## config.mk

```make
export PLATFORM = sky130hd
export DESIGN_NAME = bcu_top
export DESIGN_NICKNAME = d
export VERILOG_FILES = /design/src/rtl/bcu_pkg.sv /design/src/rtl/bcu_popcount.sv /design/src/rtl/bcu_msb_find.sv /design/src/rtl/bcu_top.sv
export SDC_FILE = /design/constraint.sdc
export NUM_CORES = 1
export LEC_CHECK = 0
export BUFFER_PORTS_ARGS = -buffer_cell sky130_fd_sc_hd__clkbuf_2
export CAP_MARGIN = 20
export CORE_MARGIN = 2
export CORE_UTILIZATION = 50
export CTS_CLUSTER_SIZE = 10
export DETAILED_ROUTE_END_ITERATION = 10
export GPL_TIMING_DRIVEN = 0
export PLACE_DENSITY_LB_ADDON = 0.05
export SYNTH_ARGS = -nofsm -noshare
export SYNTH_HDL_FRONTEND = slang
export SYNTH_SLANG_ARGS = --single-unit
```

## constraint.sdc

```tcl
create_clock -name clk -period 1.2 [get_ports clk]
set_input_delay 0.06 -clock clk [delete_from_list [all_inputs] [get_ports clk]]
set_output_delay 0.06 -clock clk [all_outputs]
set_load 0.01 [all_outputs]
```

## src/rtl/bcu_pkg.sv

```systemverilog
package bcu_pkg;

    localparam int unsigned DATA_W  = 64;
    localparam int unsigned HALF_W  = DATA_W / 2;
    localparam int unsigned CNT_W   = $clog2(DATA_W) + 1;
    localparam int unsigned IDX_W   = $clog2(DATA_W);
    localparam int unsigned OP_W    = 3;

    typedef enum logic [OP_W-1:0] {
        OP_POP   = 3'd0,
        OP_LEAD  = 3'd1,
        OP_TRAIL = 3'd2,
        OP_SCANF = 3'd3,
        OP_SCANR = 3'd4,
        OP_RSV5  = 3'd5,
        OP_RSV6  = 3'd6,
        OP_RSV7  = 3'd7
    } bcu_op_e;

    typedef struct packed {
        logic              valid;
        logic [DATA_W-1:0] result;
        logic              cf;
        logic              zf;
    } bcu_state_t;

endpackage

```

## src/rtl/bcu_popcount.sv

```systemverilog
module bcu_popcount #(
    parameter int unsigned W = 64,
    localparam int unsigned CW = $clog2(W) + 1
) (
    input  logic [W-1:0]  vec,
    output logic [CW-1:0] count
);
    always_comb begin
        count = '0;
        for (int i = 0; i < W; i++) begin
            count = count + CW'(vec[i]);
        end
    end
endmodule

```

## src/rtl/bcu_msb_find.sv

```systemverilog
module bcu_msb_find #(
    parameter int unsigned W = 64,
    localparam int unsigned IW = $clog2(W)
) (
    input  logic [W-1:0]  vec,
    output logic [IW-1:0] idx,
    output logic          found
);
    always_comb begin
        idx   = '0;
        found = 1'b0;
        for (int i = 0; i < W; i++) begin
            if (vec[i]) begin
                idx   = IW'(i);
                found = 1'b1;
            end
        end
    end
endmodule

```

## src/rtl/bcu_top.sv

```systemverilog
module bcu_top
    import bcu_pkg::*;
(
    input  logic              clk,
    input  logic              rst_n,
    input  logic              in_valid,
    input  logic              wide,
    input  logic [OP_W-1:0]   op,
    input  logic [DATA_W-1:0] operand,
    input  logic [DATA_W-1:0] prev_dest,
    output logic              out_valid,
    output logic [DATA_W-1:0] result,
    output logic              cf,
    output logic              zf
);
    bcu_state_t        st_d, st_q;
    bcu_op_e           op_e;
    logic [DATA_W-1:0] src_m, src_rev, prev_m;
    logic [CNT_W-1:0]  pop_cnt, width_val, lead_cnt, trail_cnt;
    logic [IDX_W-1:0]  hi_idx, rev_idx;
    logic              hi_found, rev_found, src_zero;

    assign op_e     = bcu_op_e'(op);
    // narrow mode ignores the upper half of both inputs
    assign src_m    = wide ? operand   : {{HALF_W{1'b0}}, operand[HALF_W-1:0]};
    assign prev_m   = wide ? prev_dest : {{HALF_W{1'b0}}, prev_dest[HALF_W-1:0]};
    assign width_val = wide ? CNT_W'(DATA_W) : CNT_W'(HALF_W);

    genvar g;
    generate
        for (g = 0; g < DATA_W; g++) begin : g_rev
            assign src_rev[g] = src_m[DATA_W-1-g];
        end
    endgenerate

    bcu_popcount #(.W(DATA_W)) u_pop (
        .vec   (src_m),
        .count (pop_cnt)
    );

    bcu_msb_find #(.W(DATA_W)) u_hi (
        .vec   (src_m),
        .idx   (hi_idx),
        .found (hi_found)
    );

    // highest set bit of the reversed vector marks the lowest set bit
    bcu_msb_find #(.W(DATA_W)) u_lo (
        .vec   (src_rev),
        .idx   (rev_idx),
        .found (rev_found)
    );

    assign src_zero  = !hi_found;
    assign lead_cnt  = src_zero ? width_val
                                : width_val - CNT_W'(1) - CNT_W'(hi_idx);
    assign trail_cnt = !rev_found ? width_val
                                  : CNT_W'(DATA_W - 1) - CNT_W'(rev_idx);

    always_comb begin
        st_d       = st_q;
        st_d.valid = in_valid;
        if (in_valid) begin
            st_d.result = '0;
            st_d.cf     = 1'b0;
            st_d.zf     = 1'b0;
            case (op_e)
                OP_POP: begin
                    st_d.result = DATA_W'(pop_cnt);
                    st_d.zf     = (pop_cnt == '0);
                end
                OP_LEAD: begin
                    st_d.result = DATA_W'(lead_cnt);
                    st_d.cf     = src_zero;
                    st_d.zf     = (lead_cnt == '0);
                end
                OP_TRAIL: begin
                    st_d.result = DATA_W'(trail_cnt);
                    st_d.cf     = src_zero;
                    st_d.zf     = (trail_cnt == '0);
                end
                OP_SCANF: begin
                    st_d.result = src_zero ? prev_m : DATA_W'(trail_cnt);
                    st_d.zf     = src_zero;
                end
                OP_SCANR: begin
                    st_d.result = src_zero ? prev_m : DATA_W'(hi_idx);
                    st_d.zf     = src_zero;
                end
                default: begin
                    st_d.result = '0;
                end
            endcase
        end
    end

    always_ff @(posedge clk or negedge rst_n) begin
        if (!rst_n) begin
            st_q <= '0;
        end else begin
            st_q <= st_d;
        end
    end

    assign out_valid = st_q.valid;
    assign result    = st_q.result;
    assign cf        = st_q.cf;
    assign zf        = st_q.zf;

    p_valid_follows_r9: assert property (@(posedge clk) disable iff (!rst_n)
        in_valid |=> out_valid);
    p_no_spurious_valid_r9: assert property (@(posedge clk) disable iff (!rst_n)
        !in_valid |=> !out_valid);
    p_idle_hold_r10: assert property (@(posedge clk) disable iff (!rst_n)
        !in_valid |=> ($stable(result) && $stable(cf) && $stable(zf)));
    p_narrow_upper_r8: assert property (@(posedge clk) disable iff (!rst_n)
        (in_valid && !wide) |=> (result[DATA_W-1:HALF_W] == '0));
    p_flags_exclusive_r4: assert property (@(posedge clk) disable iff (!rst_n)
        out_valid |-> !(cf && zf));
    p_lead_zero_src_r2: assert property (@(posedge clk) disable iff (!rst_n)
        (in_valid && wide && op == 3'd1 && operand == '0)
            |=> (cf && !zf && result == DATA_W'(DATA_W)));
    p_scan_zero_keeps_r7: assert property (@(posedge clk) disable iff (!rst_n)
        (in_valid && wide && (op == 3'd3 || op == 3'd4) && operand == '0)
            |=> (zf && !cf && result == $past(prev_dest)));
    p_reserved_clear_r11: assert property (@(posedge clk) disable iff (!rst_n)
        (in_valid && op >= 3'd5) |=> (result == '0 && !cf && !zf));
endmodule

```

Word-level counts from Yosys, hierarchy flattened
Cells that the tools add are included.
- bits in registers: 67
- input port bits: 135
- output and inout bits: 67
- add/sub/neg operators: 66
- equality and inequality tests: 4
- multiplexer cells: 264
- reductions and logical operators: 7
- operators by type and width (cell ; count):
    adder 7 x 1 -> 7 bit ; 62
    2-to-1 mux 6 bit ; 64
    case mux 64 bit (5 select lines) ; 1
    2-to-1 mux 64 bit ; 4
    2-to-1 mux 5 bit ; 32
    2-to-1 mux 1 bit ; 131
    2-to-1 mux 4 bit ; 16
    2-to-1 mux 3 bit ; 8
    logical NOT 7 bit ; 3
    2-to-1 mux 7 bit ; 3
    2-to-1 mux 2 bit ; 4
    subtractor 6 x 6 -> 7 bit (first input constant) ; 1
    subtractor 7 x 1 -> 7 bit (second input constant) ; 1
    subtractor 7 x 6 -> 7 bit ; 1
    == test 3 x 2 -> 1 bit (second input constant) ; 2
    case mux 1 bit (4 select lines) ; 1
    OR reduction 2 bit ; 2
    == test 3 x 1 -> 1 bit (second input constant) ; 1
    == test 3 bit (second input constant) ; 1
    logical NOT 3 bit ; 1
    adder 1 x 1 -> 2 bit ; 1
    logical NOT 1 bit ; 1

Logic depth before layout (Yosys ltp)
Gate-level depths: netlist (run 1).
- depth in word-level cells: 68
- depth in mapped cells: 29
- mapped depth without buffers: 25

Hierarchy
A second synthesis (run 1) with hierarchy kept.
- cells, all modules: 716
- area total of the unflattened synthesis: 6459.9 µm²
- modules (own cells, without submodules) (module ; instances ; cells each ; area an instance (µm²)):
    bcu_top ; 1 ; 258 ; 3076.7
    bcu_popcount ; 1 ; 172 ; 1729.2
    bcu_msb_find ; 2 ; 143 ; 827.0

Worst setup path before layout (run 1)
OpenSTA, ideal clock, no wires.
- path kind: input to register
- start point: input wide
- end point: register st_q (netlist bit zf)
- setup time: 0.104 ns
- data arrival time: 7.229 ns
- data required time: 1.096 ns
- slack: -6.133 ns
- stages: 26
- buffers on the path: 5
- cells stage by stage: clkbuf_1 > buf_2 > buf_2 > clkbuf_1 > buf_1 > nand2_1 > fa_1 > fa_1 > fa_1 > inv_1 > fa_1 > inv_1 > fa_1 > fa_1 > fa_1 > fa_1 > fa_1 > fa_1 > nor2b_1 > o21ai_0 > a21boi_0 > nor2_1 > nor4_1 > and4_1 > a21oi_1 > o311ai_1
- word-level cells in the longest chain between the ends: 68
- elaborated cells on any way between the ends: 235
- classes of those cells: add/sub: 35; mux: 196; reduce/logical: 4
- ends and longest elaborated chain (what ; line ; text):
    start: declaration ; bcu_top.sv:7 ; input logic wide,
    branches (longest 67 deep; another with adder 7 x 1 -> 7 bit) ; -- ;
    case mux 1 bit (4 select lines) * ; bcu_top.sv:67 ; case (op_e)
    end signal: assignment ; bcu_top.sv:101 ; st_q <= st_d;
    end: declaration ; bcu_top.sv:16 ; bcu_state_t st_d, st_q;
Mark *: on every way between the ends.
A chain may end at the register's enable or synchronous reset.

Worst setup path after layout (run 1)
Same ends and word-level chain as after synthesis.

==> results.yml, run 1 <==
floorplanning:
  die_x_um: 115.6
  start_util_pct: 51.64
  rows: 40
  die-area_sq_mm: 0.01337
  coreArea_sq_mm: 0.01206
  die_h_um: 115.6
  io_pins: 202
final_layout:
  stdcell_count: 1153
  syn_to_final_growth_pct: 44.98
  drive_gt1_share_pct: 31.68
  nNetsFinal: 1188
  antenna_cells: 0
  fill_cells: 853
yosys:
  synthesis.nets: 889
  syn_avg_cell_area_sq_um: 9.133
  ys_ff_latch: 67
  synth_ff_type: "dfrtp_1"
  ys_types: 66
  yosys_warnings: 0
  synthArstFlopShare_pct: 100.0
  synthCells: 682
  synth_area_sq_mm: 0.006228
  synth_seq_area_share_pct: 26.92
  synth-edff-count: 0
pwr:
  leakagePower_nw: 4.461
  finalPower_w: 0.01907
  ir_drop_mv: 2.861
  p_per_area_mw_per_mm2: 2112
sta:
  fmax_mhz: 152.3
  fin_skew_ns: 0
  finalHoldViolations: 0
  slew_headroom_pct: 41.15
  period_share_pct: 547.3
  setup_violations: 66
  setup_ws_ns: -5.367
  worst_slew_pin_slew_ns: 0.8828
  grt_setup_unrepaired: "true"
  setup_tns_ns: -85.28
  period_needed_ns: 6.567
  slew_viol_final: 0
place:
  hpwl_um: 16030
  gp_congestion: 0.9416
  place_inst: 1043
  dp_slack_ns: -5.874
  io_buffers: 193
drt:
  vias: 6805
  drt-vias-per-instance: 5.902
  wl_per_cell_um: 20.20
  drc: 0
  antenna_left: 0
  drt_iter0_markers: 668
  firstDrtPassIters: 5
  wl_um: 23290
grt:
  grt_pass1_vias: 6882
  grt_util_all_layers_pct: 34.42
  busiest_layer: "met2"
  grt_max_degree: 68
  grtUsageMet2_pct: 60.12
  grt_pass1_wl_um: 35580
  use_met1_pct: 42.28
  grt.overflow.total: 0
  antenna_found_initial: 0
  use_met3_pct: 5.805
clock_tree:
  clock-sinks: 67
  htree_levels: 3
  clockBufferDepth: 2
  cts_tree: "done"
  clkTransAtPathRegs_ns: 0.05
  cts_buffers: 9
  cts_root_buf: "clkbuf_16"
  clock_latency_ns: 0.32
hold_path:
  hold_class: "primary input to flip-flop"
worst_setup_path:
  crit_fanout: 7
  crit_path_end_kind: "flip-flop"
  start_kind: "primary input"
  worst_ep_arrival_time_ns: 6.78
  worstSetupPathType: "primary input to flip-flop"
  crit_required_ns: 1.41
run_status:
  violations: "negative setup slack"
  status: "finished with violations"
flow_run:
  drv_cap: 0
-- power by group --
group / total (W) / internal, W / switching, W
sequential: 0.00241 / 0.00235 / 0.0000544
clock: 0.00246 / 0.00155 / 0.000910
combinational: 0.0142 / 0.00666 / 0.00755
total: 0.0191 / 0.0106 / 0.00852
-- logic make-up (layout without fill, tap and decap cells) --
| family | after synthesis | in the layout | synth area share, % |
|---|---|---|---|
| multiplexers | 4 | 4 | 0.6830 |
| flip-flops | 67 | 67 | 26.92 |
| buffers and inverters | 118 | 421 | 7.513 |
| AO/OA/AOI/OAI | 210 | 210 | 25.43 |
| adder cells (fa/ha/maj) | 72 | 72 | 20.85 |
| XOR/XNOR | 5 | 5 | 0.7031 |
| AND/OR/NAND/NOR | 206 | 206 | 17.90 |
-- layout by cell type (no fill, tap or decap), drive strengths merged, types with 4 or more instances in the layout --
cell,netlist,routed
fa,53,53
o41ai,10,10
a21boi,5,5
o31ai,10,10
ha,19,19
nand2,39,39
o21ai,34,34
a22o,59,59
nor2,58,58
and2,15,15
nand3,11,11
xor2,4,4
inv,87,87
buf,11,50
a211oi,5,5
clkbuf,19,222
o211a,4,4
nor4,20,20
a221oi,6,6
nor3,12,12
a21oi,38,38
o211ai,6,6
nor2b,9,9
nand4,8,8
dlygate4sd3,0,59
dfrtp,67,67
a31oi,8,8
or4,7,7
nand2b,10,10
or2,4,4
-- synth_stat cells (3+ instances only) --
library cell / instances / area share [%]
xor2_1: 4 / 0.56
or3_1: 3 / 0.30
a21boi_0: 5 / 0.60
a221oi_1: 6 / 0.84
nor2_1: 58 / 3.5
and2_1: 15 / 1.5
a22o_1: 59 / 8.3
a211oi_1: 5 / 0.60
or4_1: 5 / 0.60
a21o_1: 3 / 0.36
nor4_1: 16 / 1.6
a21oi_1: 38 / 3.1
nand2b_1: 10 / 1.0
o31ai_1: 10 / 1.2
ha_1: 19 / 3.8
nand4_1: 7 / 0.70
clkbuf_1: 19 / 1.1
buf_2: 8 / 0.64
dfrtp_1: 67 / 27
o31a_1: 3 / 0.42
nor3_1: 11 / 0.88
o41ai_2: 6 / 1.6
fa_1: 53 / 17
nand2_1: 39 / 2.4
and3_1: 3 / 0.30
o21ai_0: 34 / 2.7
inv_1: 87 / 5.2
a31oi_1: 8 / 0.80
o211a_1: 4 / 0.64
o41ai_1: 4 / 0.56
nand3_1: 10 / 0.80
or2_2: 4 / 0.40
o211ai_1: 5 / 0.60
nor2b_1: 9 / 0.90
-- cell type report --
type | instances | area [sq um] | share of cell area (%)
inverter | 88 | 330.3 | 3.658
timing repair buffer | 288 | 1929 | 21.37
clock inverter | 2 | 10.01 | 0.1108
clock buffer | 13 | 270.3 | 2.993
sequential | 67 | 1677 | 18.57
multi-input combinational | 497 | 4315 | 47.79
buffer | 30 | 287.8 | 3.187
tap | 168 | 210.2 | 2.328
-- flip-flops by register name, summed over array words and instances, names as in the netlist --
| signal | cells |
|---|---|
| cf | 1 |
| out_valid | 1 |
| result | 64 |
| zf | 1 |
-- metal layers --
layer	wire length, um	share of wire [%]	vias up
met1	9303	40	3367
li1	-	-	3051
met4	810	3.5	0
met2	11730	50	320
met5	0	0	-
met3	1438	6.2	67
-- repair_timing --
action	in CTS	in global routing
buffers inserted	24	7
pin swaps	30	22
endpoints found under the setup margin	66	66
cloned	3	2
endpoints found under the hold margin	124	1
resized for setup	45	25
hold buffers	58	1
-- through the flow --
step	instance area (sq um)	util (%)	hold WS [ns]
6_report	9030	74.87	0.1271
5_1_grt	9030	74.87	0.1225
4_1_cts	8818	73.11	0.006323
3_5_place_dp	7533	62.46	0.2607
3_3_place_gp	7531	62.44	0.2781
2_1_floorplan	6355	-	-0.2356
-- worst max-delay path, cell delays in order --
cell,delay (ns)
clkbuf_16,0.12
buf_8,0.12
buf_8,0.12
clkbuf_16,0.14
clkbuf_16,0.15
and2_4,0.13
fa_1,0.52
inv_2,0.05
fa_2,0.55
fa_1,0.42
fa_1,0.52
inv_2,0.05
fa_1,0.48
inv_1,0.05
fa_2,0.53
fa_1,0.44
fa_2,0.47
fa_2,0.38
fa_2,0.36
nor2b_1,0.12
o21ai_1,0.09
a21boi_1,0.21
nor2_1,0.11
nor4_1,0.17
and4_1,0.24
a21oi_2,0.07
o311ai_1,0.08
-- path summary, 6_finish.rpt --
check	from	to	slack (ns)	cells past startpoint
max reg2reg	zf	zf	0.26	3
max in group asynchronous	rst_n	result[57]	0.20	2
min	prev_dest[6]	result[6]	0.13	4
min in group asynchronous	rst_n	result[22]	0.43	2
min reg2reg	result[3]	result[3]	0.50	1
max	wide	zf	-5.37	27
Power figures use the tool's default switching activity.
==> inputs of run 2 (changes only) <==
- CORE_ASPECT_RATIO: default -> 1.1
==> results.yml, run 2 (synthesized netlist as in run 1, its figures left out) <==
drt:
  wl_per_cell_um: 19.83
  drc: 0
  drt_iter0_markers: 508
  antenna_left: 0
  wl_um: 22470
  firstDrtPassIters: 5
  vias: 6728
  drt-vias-per-instance: 5.938
grt:
  antenna_found_initial: 0
  grt_pass1_wl_um: 35840
  grtUsageMet2_pct: 61.54
  grt.overflow.total: 0
  busiest_layer: "met2"
  grt_util_all_layers_pct: 33.78
  use_met1_pct: 40.70
  grt_pass1_vias: 6915
  use_met3_pct: 4.545
  grt_max_degree: 68
sta:
  slew_headroom_pct: 42.11
  grt_setup_unrepaired: "true"
  setup_ws_ns: -5.376
  worst_slew_pin_slew_ns: 0.8683
  finalHoldViolations: 0
  period_share_pct: 548.0
  slew_viol_final: 0
  fmax_mhz: 152.1
  setup_violations: 66
  fin_skew_ns: 0
  period_needed_ns: 6.576
  whs_ns: 0.004461
clock_tree:
  clockBufferDepth: 2
  htree_levels: 3
  cts_tree: "done"
  clock-sinks: 67
  cts_root_buf: "clkbuf_16"
  cts_buffers: 9
  clock_latency_ns: 0.32
  clkTransAtPathRegs_ns: 0.05
pwr:
  leakagePower_nw: 4.415
  ir_drop_mv: 4.048
  p_per_area_mw_per_mm2: 2335
final_layout:
  syn_to_final_growth_pct: 43.27
  stdcell_count: 1133
  fill_cells: 886
  final_common_cell: "clkbuf_2"
  antenna_cells: 0
  final_cell_mix: "clkbuf_2, inv_1, dfrtp_1"
  drive_gt1_share_pct: 31.87
  nNetsFinal: 1182
  largest_register_ffs: 64
place:
  gp_congestion: 0.9319
  dp_slack_ns: -5.857
  io_buffers: 193
  hpwl_um: 16210
  place_inst: 1029
worst_setup_path:
  worstSetupPathType: "primary input to flip-flop"
  worst_ep_arrival_time_ns: 6.76
  start_kind: "primary input"
  crit_path_end_kind: "flip-flop"
  cp_slowest_stage_delay_ns: 0.54
  slowest_stage: "fa_2"
  crit_fanout: 5
  crit_required_ns: 1.38
floorplanning:
  coreArea_sq_mm: 0.01209
  die-area_sq_mm: 0.01337
  die_x_um: 110.4
  rows: 42
  start_util_pct: 51.53
  die_h_um: 121.1
  io_pins: 202
run_status:
  status: "finished with violations"
  violations: "negative setup slack"
hold_path:
  hold_class: "primary input to flip-flop"
flow_run:
  drv_cap: 0
## run 2: cell types whose count changed in the layout (fill, tap and decap cells not counted), moves of 3 or more
| cell | before | now |
|---|---|---|
| clkbuf_2 | 185 | 190 |
| buf_8 | 7 | 4 |
| buf_2 | 4 | 0 |
| buf_4 | 24 | 20 |
## run 2: metrics by stage
stage | util [%] | instance area, sq um | total power [W] | setup TNS [ns]
global placement | 62.16 | 7513 | 0.01361 | -145.78
finish | 73.83 | 8924 | 0.02084 | -91.93
CTS | 72.78 | 8797 | 0.01862 | -87.98
detailed placement | 62.18 | 7516 | 0.01391 | -125.61
floorplan | - | 6355 | 0.01166 | -84.50
global route | 73.83 | 8924 | 0.02183 | -99.61
## run 2: timing repair
action	in CTS	in global routing
resized for setup	45	21
setup buffers	21	5
pin swaps	30	15
gates cloned	6	0
hold buffers	58	0
setup endpoints to repair	66	66
hold endpoints to repair	124	0
## run 2: worst paths after layout
path | startpoint | endpoint | slack [ns] | cells past startpoint
max | wide | zf | -5.38 | 27
min | prev_dest[8] | result[8] | 0.004 | 2
max reg2reg | zf | zf | 0.17 | 3
min reg2reg | result[3] | result[3] | 0.50 | 1
max in group asynchronous | rst_n | result[12] | 0.21 | 2
min in group asynchronous | rst_n | result[52] | 0.40 | 2
## run 2: area by class of cell
| type | instances | area (sq um) | share of cell area, % |
|---|---|---|---|
| Sequential cell | 67 | 1677 | 18.79 |
| Multi-Input combinational cell | 497 | 4327 | 48.49 |
| Clock buffer | 13 | 270.3 | 3.029 |
| Inverter | 88 | 330.3 | 3.702 |
| Clock inverter | 2 | 10.01 | 0.1122 |
| Tap cell | 154 | 192.7 | 2.159 |
| Buffer | 30 | 274.0 | 3.071 |
| Timing Repair Buffer | 282 | 1843 | 20.65 |
## run 2: critical path, delay by kind of cell
family,cells,cell delay [ns]
compound gates,3,0.38
buf+inv,8,0.83
simple gates,6,0.86
fa+ha+maj,10,4.61
## run 2: metal layers
metal	vias to the layer above	part of all wire, %
li1	3040	-
met1	3276	39
met2	346	51
met3	66	6.0
met4	0	3.8
met5	-	0
## run 2: power breakdown
part	switching, W	internal [W]
Clock	0.000870	0.00155
Sequential	0.0000506	0.00235
Combinational	0.00812	0.00791
==> inputs of run 3 (changes only) <==
- BUFFER_PORTS_ARGS: -buffer_cell sky130_fd_sc_hd__clkbuf_2 -> -buffer_cell sky130_fd_sc_hd__buf_2
==> results.yml, run 3 (synthesized netlist as in run 1, its figures left out) <==
final_layout:
  largest_register_ffs: 64
  final_cell_mix: "buf_2, inv_1, dfrtp_1"
  finalCoreUtilization_pct: 72.39
  fill_cells: 913
  antenna_cells: 0
  multiInputGateArea_sq_mm: 0.004260
  nNetsFinal: 1172
  seq_area_sq_mm: 0.001677
  drive_gt1_share_pct: 30.03
  syn_to_final_growth_pct: 40.48
  fin_area_sq_mm: 0.008750
  final_common_cell: "buf_2"
worst_setup_path:
  crit_path_end_kind: "flip-flop"
  crit_top_cell: "fa_1"
  slowest_stage: "fa_2"
  crit_fanout: 6
  cp_slowest_stage_delay_ns: 0.54
  worstSetupPathType: "primary input to flip-flop"
  worst_ep_arrival_time_ns: 6.67
  crit_required_ns: 1.37
  start_kind: "primary input"
place:
  hpwl_um: 16580
  gp_congestion: 0.9199
  dp_slack_ns: -5.900
  dpl_cell_area_sq_mm: 0.007516
  io_buffers: 193
pwr:
  finalPower_w: 0.01920
  ir_drop_mv: 2.819
  p_per_area_mw_per_mm2: 2194
  leakagePower_nw: 4.374
clock_tree:
  htree_levels: 3
  cts_root_buf: "clkbuf_16"
  cts_buffers: 9
  clkTransAtPathRegs_ns: 0.05
  clock-sinks: 67
  cts_tree: "done"
  clockBufferDepth: 2
  clock_latency_ns: 0.32
flow_run:
  drv_cap: 0
floorplanning:
  rows: 42
  die_h_um: 121.1
  die_x_um: 110.4
  coreArea_sq_mm: 0.01209
  io_pins: 202
  die-area_sq_mm: 0.01337
  start_util_pct: 51.53
sta:
  setup_violations: 66
  finalHoldViolations: 0
  worst_slew_pin_slew_ns: 0.7995
  fmax_mhz: 153.8
  period_needed_ns: 6.500
  slew_headroom_pct: 46.70
  slew_viol_final: 0
  grt_setup_unrepaired: "true"
  fin_skew_ns: 0
  period_share_pct: 541.7
  setup_ws_ns: -5.300
hold_path:
  hold_class: "primary input to flip-flop"
grt:
  grt_max_degree: 68
  grt.overflow.total: 0
  grt_pass1_wl_um: 35100
  grt_pass1_vias: 6789
  grt_util_all_layers_pct: 32.99
  antenna_found_initial: 0
drt:
  wl_per_cell_um: 19.62
  antenna_left: 0
  vias: 6661
  drt-vias-per-instance: 5.931
  drc: 0
  firstDrtPassIters: 5
  wl_um: 22030
  drt_iter0_markers: 571
run_status:
  status: "finished with violations"
  violations: "negative setup slack"
==> run 3: changes by cell type in the layout (fill, tap and decap cells not counted), sizes merged <==
cell    previous run  this run
clkinv             3         2
clkbuf           227        31
bufinv             0         1
buf               40       226
==> run 3: power breakdown <==
part           switching, W  internal [W]  leakage (nW)
Clock              0.000869       0.00171         0.146
Combinational       0.00731       0.00693          3.30
Sequential        0.0000434       0.00235         0.931
Total               0.00822        0.0110          4.37
==> run 3: path summary, 6_finish.rpt <==
kind | slack (ns) | cells after the start | from | to
worst max register to register | 0.18 | 3 | zf | zf
max in group asynchronous | 0.30 | 2 | rst_n | result[11]
min in group asynchronous | 0.37 | 2 | rst_n | result[50]
worst min-delay path | 0.005 | 2 | prev_dest[7] | result[7]
worst min register to register | 0.49 | 1 | result[3] | result[3]
worst max-delay path | -5.30 | 27 | wide | zf
==> run 3: final cells by class <==
type	count	share of cell area, %
multi-input combinational	497	48.69
clock inverter	2	0.4004
buffer	30	3.132
sequential	67	19.16
tap	154	2.202
inverter	88	3.775
clock buffer	13	2.974
timing repair buffer	272	19.66
==> run 3: critical path, delay by kind of cell <==
| family | cells | cell delay [ns] |
|---|---|---|
| adder cells (fa/ha/maj) | 10 | 4.65 |
| buffers and inverters | 8 | 0.79 |
| AO/OA/AOI/OAI | 3 | 0.38 |
| AND/OR/NAND/NOR | 6 | 0.80 |
==> run 3: metrics by stage <==
step / std cells / setup TNS, ns / hold slack [ns]
6_report: 1123 / -83.17 / 0.005235
5_1_grt: 1123 / -91.36 / 0.02370
2_1_floorplan: 682 / -84.50 / -0.2356
3_5_place_dp: 1029 / -124.69 / 0.1968
4_1_cts: 1120 / -83.07 / 0.003196
3_3_place_gp: 1029 / -133.38 / 0.2712
==> run 3: timing repair <==
action / in CTS / in global routing
hold buffers: 58 / 0
pin swaps: 21 / 12
resized for setup: 26 / 12
buffers inserted: 18 / 3
endpoints found under the hold margin: 124 / 0
setup endpoints to repair: 66 / 66
gates cloned: 0 / 0
==> run 3: metal layers <==
layer	routed length [um]	share of wire [%]	global-route usage (%)	up-vias
li1	-	-	-	3023
met1	8471	38	39.63	3241
met2	11210	51	59.16	327
met3	1504	6.8	5.395	70
met4	845	3.8	13.52	0
met5	0	0	0	-
